==> src/rtl/nbt_pkg.sv <==
package nbt_pkg;
  localparam int unsigned BYTE_BITS = 9;

  typedef enum logic [1:0] {
    OP_IDLE  = 2'd0,
    OP_READ  = 2'd1,
    OP_WRITE = 2'd2
  } nbt_op_e;
endpackage

==> src/rtl/nbt_rst_sync.sv <==
module nbt_rst_sync #(
  parameter int unsigned STAGES = 2
) (
  input  logic clk,
  input  logic rst_n,
  output logic rst_ni
);
  logic [STAGES-1:0] sync_q;

  always_ff @(posedge clk or negedge rst_n) begin
    if (!rst_n) sync_q <= '0;
    else        sync_q <= {sync_q[STAGES-2:0], 1'b1};
  end

  assign rst_ni = sync_q[STAGES-1];
endmodule

==> src/rtl/nbt_ctrl.sv <==
module nbt_ctrl
  import nbt_pkg::*;
#(
  parameter int unsigned ADDR_W = 4,
  parameter int unsigned NB     = 2
) (
  input  logic              clk,
  input  logic              rst_ni,
  input  logic              cen_n,
  input  logic              ce1_n,
  input  logic              ce2,
  input  logic              ce3_n,
  input  logic              we_n,
  input  logic              advance,
  input  logic [ADDR_W-1:0] addr,
  input  logic [NB-1:0]     bw_n,
  output logic              rd_go,
  output logic [ADDR_W-1:0] rd_addr,
  output logic              wr_go,
  output logic [ADDR_W-1:0] wr_addr,
  output logic [NB-1:0]     wr_mask,
  output logic              drive_q
);
  logic              en;
  logic              sel_now, wr_now;
  nbt_op_e           cmd_op;

  nbt_op_e           s1_op_q, s1_op_d;
  logic [ADDR_W-1:0] s1_addr_q, s1_addr_d;
  logic [NB-1:0]     s1_mask_q, s1_mask_d;
  logic              s2_vld_q, s2_vld_d;
  logic [ADDR_W-1:0] s2_addr_q, s2_addr_d;
  logic [NB-1:0]     s2_mask_q, s2_mask_d;
  logic              last_sel_q, last_sel_d;
  logic              last_we_q, last_we_d;
  logic              drive_d;

  assign en = ~cen_n;

  // command decode: advance repeats the last loaded selection and type
  always_comb begin
    sel_now = advance ? last_sel_q : (~ce1_n & ce2 & ~ce3_n);
    wr_now  = advance ? last_we_q  : ~we_n;
    if (!sel_now)    cmd_op = OP_IDLE;
    else if (wr_now) cmd_op = OP_WRITE;
    else             cmd_op = OP_READ;
  end

  // next-state
  always_comb begin
    s1_op_d    = s1_op_q;
    s1_addr_d  = s1_addr_q;
    s1_mask_d  = s1_mask_q;
    s2_vld_d   = s2_vld_q;
    s2_addr_d  = s2_addr_q;
    s2_mask_d  = s2_mask_q;
    last_sel_d = last_sel_q;
    last_we_d  = last_we_q;
    drive_d    = drive_q;
    if (en) begin
      s1_op_d   = cmd_op;
      s1_addr_d = addr;
      s1_mask_d = ~bw_n;
      s2_vld_d  = (s1_op_q == OP_WRITE);
      s2_addr_d = s1_addr_q;
      s2_mask_d = s1_mask_q;
      drive_d   = (s1_op_q == OP_READ);
      if (!advance) begin
        last_sel_d = ~ce1_n & ce2 & ~ce3_n;
        last_we_d  = ~we_n;
      end
    end
  end

  // control registers
  always_ff @(posedge clk or negedge rst_ni) begin
    if (!rst_ni) begin
      s1_op_q    <= OP_IDLE;
      s2_vld_q   <= 1'b0;
      last_sel_q <= 1'b0;
      last_we_q  <= 1'b0;
      drive_q    <= 1'b0;
    end else begin
      s1_op_q    <= s1_op_d;
      s2_vld_q   <= s2_vld_d;
      last_sel_q <= last_sel_d;
      last_we_q  <= last_we_d;
      drive_q    <= drive_d;
    end
  end

  // address and mask registers carry no reset
  always_ff @(posedge clk) begin
    s1_addr_q <= s1_addr_d;
    s1_mask_q <= s1_mask_d;
    s2_addr_q <= s2_addr_d;
    s2_mask_q <= s2_mask_d;
  end

  assign rd_go   = en & (s1_op_q == OP_READ);
  assign rd_addr = s1_addr_q;
  assign wr_go   = en & s2_vld_q;
  assign wr_addr = s2_addr_q;
  assign wr_mask = s2_mask_q;

  AST_STALL_HOLDS: assert property (@(posedge clk) disable iff (!rst_ni)
    cen_n |=> ($stable(drive_q) && $stable(s2_vld_q) && $stable(s1_op_q)));
  AST_WRITE_SLOT_DARK: assert property (@(posedge clk) disable iff (!rst_ni)
    (!cen_n && s1_op_q == OP_WRITE) |=> !drive_q);
  AST_IDLE_SLOT_DARK: assert property (@(posedge clk) disable iff (!rst_ni)
    (!cen_n && s1_op_q == OP_IDLE) |=> !drive_q);
  AST_READ_DRIVES: assert property (@(posedge clk) disable iff (!rst_ni)
    (!cen_n && s1_op_q == OP_READ) |=> drive_q);
  AST_WRITE_FOLLOWS: assert property (@(posedge clk) disable iff (!rst_ni)
    (!cen_n && s1_op_q == OP_WRITE) |=> s2_vld_q);
endmodule

==> src/rtl/nbt_array.sv <==
module nbt_array
  import nbt_pkg::*;
#(
  parameter int unsigned ADDR_W = 4,
  parameter int unsigned NB     = 2
) (
  input  logic                      clk,
  input  logic                      rst_ni,
  input  logic                      rd_go,
  input  logic [ADDR_W-1:0]         rd_addr,
  input  logic                      wr_go,
  input  logic [ADDR_W-1:0]         wr_addr,
  input  logic [NB-1:0]             wr_mask,
  input  logic [NB*BYTE_BITS-1:0]   din,
  output logic [NB*BYTE_BITS-1:0]   dout_q
);
  localparam int unsigned DEPTH = 1 << ADDR_W;
  localparam int unsigned W     = NB * BYTE_BITS;

  logic [W-1:0] mem [DEPTH];
  logic [W-1:0] rd_word;
  logic [W-1:0] merged;
  logic         same_addr;

  assign rd_word   = mem[rd_addr];
  assign same_addr = wr_go & (wr_addr == rd_addr);

  // bypass: a write committing on this edge overrides its enabled bytes
  for (genvar b = 0; b < NB; b++) begin : g_lane
    assign merged[b*BYTE_BITS +: BYTE_BITS] = (same_addr && wr_mask[b])
      ? din[b*BYTE_BITS +: BYTE_BITS]
      : rd_word[b*BYTE_BITS +: BYTE_BITS];
  end

  always_ff @(posedge clk) begin
    if (wr_go) begin
      for (int b = 0; b < NB; b++) begin
        if (wr_mask[b]) mem[wr_addr][b*BYTE_BITS +: BYTE_BITS] <= din[b*BYTE_BITS +: BYTE_BITS];
      end
    end
    if (rd_go) dout_q <= merged;
  end

  AST_DOUT_HOLDS: assert property (@(posedge clk) disable iff (!rst_ni)
    !rd_go |=> $stable(dout_q));
endmodule

==> src/rtl/nbt_sram.sv <==
module nbt_sram
  import nbt_pkg::*;
#(
  parameter int unsigned ADDR_W = 4,
  parameter int unsigned NB     = 2,
  localparam int unsigned W     = NB * BYTE_BITS
) (
  input  logic              clk,
  input  logic              rst_n,
  input  logic [ADDR_W-1:0] addr,
  input  logic              ce1_n,
  input  logic              ce2,
  input  logic              ce3_n,
  input  logic              we_n,
  input  logic [NB-1:0]     bw_n,
  input  logic              cen_n,
  input  logic              oe_n,
  input  logic              advance,
  input  logic [W-1:0]      dq_in,
  output logic [W-1:0]      dq_out,
  output logic              dq_oe
);
  logic              rst_ni;
  logic              rd_go, wr_go, drive_q;
  logic [ADDR_W-1:0] rd_addr, wr_addr;
  logic [NB-1:0]     wr_mask;

  nbt_rst_sync #(.STAGES(2)) u_rst (
    .clk    (clk),
    .rst_n  (rst_n),
    .rst_ni (rst_ni)
  );

  nbt_ctrl #(.ADDR_W(ADDR_W), .NB(NB)) u_ctrl (
    .clk     (clk),
    .rst_ni  (rst_ni),
    .cen_n   (cen_n),
    .ce1_n   (ce1_n),
    .ce2     (ce2),
    .ce3_n   (ce3_n),
    .we_n    (we_n),
    .advance (advance),
    .addr    (addr),
    .bw_n    (bw_n),
    .rd_go   (rd_go),
    .rd_addr (rd_addr),
    .wr_go   (wr_go),
    .wr_addr (wr_addr),
    .wr_mask (wr_mask),
    .drive_q (drive_q)
  );

  nbt_array #(.ADDR_W(ADDR_W), .NB(NB)) u_array (
    .clk     (clk),
    .rst_ni  (rst_ni),
    .rd_go   (rd_go),
    .rd_addr (rd_addr),
    .wr_go   (wr_go),
    .wr_addr (wr_addr),
    .wr_mask (wr_mask),
    .din     (dq_in),
    .dout_q  (dq_out)
  );

  // the asynchronous pin can only narrow what the pipeline allows
  assign dq_oe = drive_q & ~oe_n;

  AST_NO_DRIVE_IN_WRITE_SLOT: assert property (@(posedge clk) disable iff (!rst_ni)
    wr_go |-> !dq_oe);
endmodule

==> config.mk <==
export PLATFORM = sky130hd
export DESIGN_NAME = nbt_sram
export DESIGN_NICKNAME = d
export VERILOG_FILES = /design/src/rtl/nbt_pkg.sv /design/src/rtl/nbt_rst_sync.sv /design/src/rtl/nbt_ctrl.sv /design/src/rtl/nbt_array.sv /design/src/rtl/nbt_sram.sv
export SDC_FILE = /design/constraint.sdc
export NUM_CORES = 1
export LEC_CHECK = 0
export ABC_AREA = 1
export BUFFER_PORTS_ARGS = -buffer_cell sky130_fd_sc_hd__buf_4
export CAP_MARGIN = 15
export CORE_AREA = 4 4 183 150
export DETAILED_ROUTE_END_ITERATION = 12
export DIE_AREA = 0 0 187 154
export GPL_ROUTABILITY_DRIVEN = 0
export GPL_TIMING_DRIVEN = 0
export PLACE_DENSITY = 0.8
export SLEW_MARGIN = 20
export SYNTH_ARGS = -nofsm -noshare
export SYNTH_HDL_FRONTEND = slang
export SYNTH_SLANG_ARGS = --single-unit
export TNS_END_PERCENT = 30
==> constraint.sdc <==
create_clock -name clk -period 0.8 [get_ports clk]
set_input_delay 0.04 -clock clk [delete_from_list [all_inputs] [get_ports clk]]
set_output_delay 0.04 -clock clk [all_outputs]
set_load 0.1 [all_outputs]
# After elaboration in Yosys (flattened, before gate mapping)
# Memories as Yosys holds them, arrays and structs flattened. A register that Yosys moved wholly into a read port is not among the register bits.
# Index checks and enable logic that the tools add are counted.
# Widths: inputs -> output; s select.
[word_totals]
ramBits = 288
wordCells = 34
out_inout_bits = 19
regBits = 20
n_memories = 1
input_bits = 33
[classes]
muxes = 10
n_eq_ne = 2
bitwise = 11
[memory_table]
columns = ["name", "depth", "word_bits", "rd", "rd_ports_with_merged_regs", "wr", "line_no", "source"]
rows = [
  ["u_array.mem", 16, 18, 1, 1, 1, "nbt_array.sv:20", "logic [W-1:0] mem [DEPTH];"],
]
[op_table]
columns = ["cell", "count"]
rows = [
  ["$mux 1", 8],
  ["$and 1x1->1", 5],
  ["$not 1->1", 5],
  ["$mux 2", 2],
  ["$eq 2x1->1 const B", 1],
  ["$eq 2x2->1 const B", 1],
  ["$not 2->2", 1],
]

# Depth between registers and ports, before layout
[depth]
ltp_word = 5
ltp_mapped = 10
ltp_nobuf = 9

# Hierarchy
# From an unflattened synthesis, not the netlist that was laid out.
[unflattened]
hier_cells = 1367
area_unflattened_um2 = 14108.5
[by_module_without_submodules]
columns = ["module", "area_per_inst_um2", "seq_area_each_um2", "n_inst", "cells_per_inst"]
rows = [
  ["nbt_array", 13390.3, 9188.8, 1, 1309],
  ["nbt_ctrl", 654.4, 510.5, 1, 53],
  ["nbt_rst_sync", 53.8, 50.0, 1, 3],
  ["nbt_sram", 10.0, 0.0, 1, 2],
]

# Least setup slack after synthesis
# Ideal clock, no wire load.
[synth_timing]
kind = "reg2reg"
from = "register u_ctrl.s1_op_q[1]"
to = "register u_array.dout_q[0], read port of u_array.mem (enable)"
synth_period_minus_slack_ns = 1.655
n_path_buf = 0
t_arrival_ns = 1.261
setup_time_ns = 0.394
required_time_ns = 0.406
setup_slack_ns = -0.855
stages_incl_launch_ff = 4
path_cell_list = "dfrtp_1 > inv_1 > nand2_1 > nor2_1"
[synth_via]
elab_chain_len = 2
[synth_lines]
columns = ["item", "line_no", "source"]
rows = [
  ["start, declared", "nbt_ctrl.sv:28", "nbt_op_e s1_op_q, s1_op_d;"],
  ["start signal, assigned", "nbt_ctrl.sv:84", "s1_op_q <= s1_op_d;"],
  ["$eq 2x1->1", "nbt_ctrl.sv:100", "assign rd_go = en & (s1_op_q == OP_READ);"],
  ["$and 1x1->1", "nbt_ctrl.sv:100", ""],
  ["named net rd_go", "nbt_sram.sv:24", "logic rd_go, wr_go, drive_q;"],
  ["end, declared", "nbt_array.sv:15", "output logic [NB*BYTE_BITS-1:0] dout_q"],
]
# The timed path passes the listed nets, and every way through them passes these cells.
# A chain may end at the register's enable or synchronous reset.

==> impl_metrics.yaml <==
yosys:
  synth_seq_area_share_pct: 69.07
  yosysWarnings: 0
  synth_edf_count: 318
  ys_ff_latch: 326
  avgSynthCellArea_um2: 10.40
  ys_types: 26
  syn_nets: 1390
  ys.flop_type: "edfxtp_1"
  synth_cells: 1357
  syn_area_um2: 14120
  async_reset_ff_share_pct: 2.454
global_routing:
  grtUsageMet3_pct: 7.399
  grt_max_degree: 20
  grt_util_met2_pct: 44.24
  met1_usage_pct: 37.18
  grt_pass1_vias: 10430
  grt_most_used_layer: "met2"
  antenna_found_initial: 2
  grt_use_total_pct: 27.74
  overflow: 0
  grt_first_pass_wirelength_um: 60510
clock_tree:
  clk-insertion-delay-late_ns: 0.59
  cts.sinks: 326
  htreeDepth: 1
  clk_path_buf_depth: 3
  cts_tree: "done"
  clock-root-buffer: "clkbuf_16"
  clk_pin_slew_ns: 0.07
  cts-buffers-inserted: 31
setup_path:
  start_kind: "register"
  worstSetupPathType: "reg2reg"
  regToRegEndpoint: "u_array.dout_q[6]"
  rrSetupSlack_ns: -1.18
  rr_startpoint: "u_ctrl.rd_addr[0]"
  cp-end-kind: "register"
  worstPathMaxFanout: 8
  r2r_cells: 12
  critPathRequiredTime_ns: 1.11
  cp_data_arrival_time_ns: 2.30
die:
  ios: 52
  start_util_pct: 54.86
  chipHeight_um: 154
  coreArea_um2: 25730
  chipWidth_um: 187
  dieArea_um2: 28800
  rows: 53
job:
  maxCapViolCount: 0
min_path:
  hold_end: "u_array.dout_q[5]"
  holdPathStages: 2
  hold_class: "in2reg"
  min_from: "cen_n"
detailed_routing:
  drc: 0
  first_iter_violations: 2475
  vias: 11910
  post_drt_wl_per_cell_um: 26.40
  dr.pass1.iters: 6
  antenna_left: 0
  vias_per_cell: 6.267
  routed_wl_um: 50190
status:
  status: "finished, violations left"
  violations: "negative hold slack, negative setup slack"
placed_design:
  placed_area_um2: 15150
  hpwl_um: 25110
  numPlacedInstances: 1738
  io_buffers: 51
sta:
  setup_ws_ns: -1.184
  finalCritPeriodShare_pct: 248.1
  skew_ns: 0.03014
  final_max_slew_viol_count: 0
  fin_crit_ns: 1.984
  hold_viol: 19
  fmax_mhz: 503.9
  setup_viol: 360
  rsz0062_at_grt: "yes"
  relSlewSlack_pct: 40.03
  holdWs_ns: -0.06131
  worst_slew_pin_slew_ns: 0.8975
power_and_ir_drop:
  peakVddDrop_mv: 1.664
  finalPower_mw: 40.63
  p_leak_nw: 8.140
  power.density_nw_per_um2: 2132
layout:
  fill_cells: 1412
  fin_cells: 1901
  final_common_cell: "nand2_1"
  seq_area_um2: 9751
  syn2layout_area_growth_pct: 35.02
  layout_common_cells: "394 x nand2_1, 318 x edfxtp_1, 221 x inv_1"
  layout-drive-gt1-share_pct: 29.49
  final_nets: 1579
  fin_util_pct: 74.08
  fin_area_um2: 19060
  multi_input_area_um2: 4409
## state kept, by name, indices dropped and copies added (netlist names)
signal             cells
u_ctrl.s2_vld_q        1
u_array.mem          288
u_ctrl.wr_mask         2
u_ctrl.s1_op_q         2
u_rst.sync_q           2
u_ctrl.drive_q         1
u_ctrl.wr_addr         4
u_ctrl.s1_mask_q       2
u_ctrl.last_sel_q      1
u_ctrl.rd_addr         4
u_array.dout_q        18
u_ctrl.last_we_q       1
## per-stage QoR
step	setup WS [ns]	TNS, ns
2_1_floorplan	-0.6478	-198.20
3_3_place_gp	-1.155	-303.40
3_5_place_dp	-1.234	-312.83
4_1_cts	-1.131	-289.23
5_1_grt	-1.161	-289.81
6_report	-1.184	-282.89
## per-layer routing
| metal | vias up | routed length [µm] |
|---|---|---|
| met2 | 1200 | 22440 |
| li1 | 4783 | - |
| met1 | 5561 | 15990 |
| met4 | 2 | 3980 |
| met3 | 367 | 7763 |
| met5 | - | 14 |
## worst max-delay path: stages, from the launching register on
cell	delay (ns)
edfxtp_1	0.34
buf_6	0.18
clkinvlp_4	0.13
buf_12	0.18
buf_12	0.15
nand2_4	0.06
nand2_1	0.06
nand2_1	0.11
nand3_2	0.16
nand3_2	0.11
nand2_1	0.07
nand2_1	0.08
nand2_2	0.08
## final cells by class
type                       count  area share, %
tap                          330          2.166
sequential                   326          51.16
antenna                        1        0.01313
timing repair buffer         157          9.703
timing repair inverter         1        0.03939
buffer                        55          3.506
clock buffer                  37          4.188
multi-input combinational    743          23.13
inverter                     231          4.694
clock inverter                20          1.398
## logic make-up after synthesis
family                    share of synthesized area (%)
xor gates and xnor gates                         0.1241
buffers and inverters                             8.482
AOI/OAI and AO/OA                                0.2748
DFF                                               69.07
and+or+nand+nor                                   22.03
other                                           0.02657
## power breakdown
group	internal [mW]	total, mW	switching [mW]
Sequential	18.9	18.9	0.0748
Clock	9.33	16.2	6.83
Combinational	1.92	5.52	3.60
## worst max path at each step
stage | startpoint | to | slack (ns) | cells after the start
after floorplan | u_ctrl.rd_addr[3] | u_array.dout_q[0] | -0.65 | 6
after global placement | u_ctrl.rd_addr[2] | u_array.dout_q[13] | -1.15 | 7
after detailed placement | u_ctrl.rd_addr[2] | u_array.dout_q[13] | -1.23 | 7
after CTS | u_ctrl.rd_addr[0] | u_array.dout_q[14] | -1.13 | 10
after global routing | u_ctrl.rd_addr[0] | u_array.dout_q[6] | -1.16 | 12
final | u_ctrl.rd_addr[0] | u_array.dout_q[6] | -1.18 | 12
## synth_stat cells (3+ instances only)
cell / count / area, µm²
nand2_1: 464 / 1742
dfrtp_1: 8 / 200.2
nand3_1: 217 / 1086
buf_1: 4 / 15.01
inv_1: 226 / 848.3
edfxtp_1: 318 / 9549
clkbuf_1: 10 / 37.54
nor2_1: 42 / 157.7
inv_2: 4 / 15.01
buf_2: 34 / 170.2
buf_6: 8 / 90.09
o21ai_0: 3 / 15.01
## repair_timing
item / 4_1_cts / 5_1_grt
setup buffers: 30 / 30
gates cloned: 1 / 15
hold buffers: 32 / 1
gates resized for setup: 76 / 317
pin swaps: 25 / 85
endpoints found under the setup margin: 346 / 360
endpoints found under the hold margin: 346 / 17
Note: power is estimated with default switching activity, not from simulation.
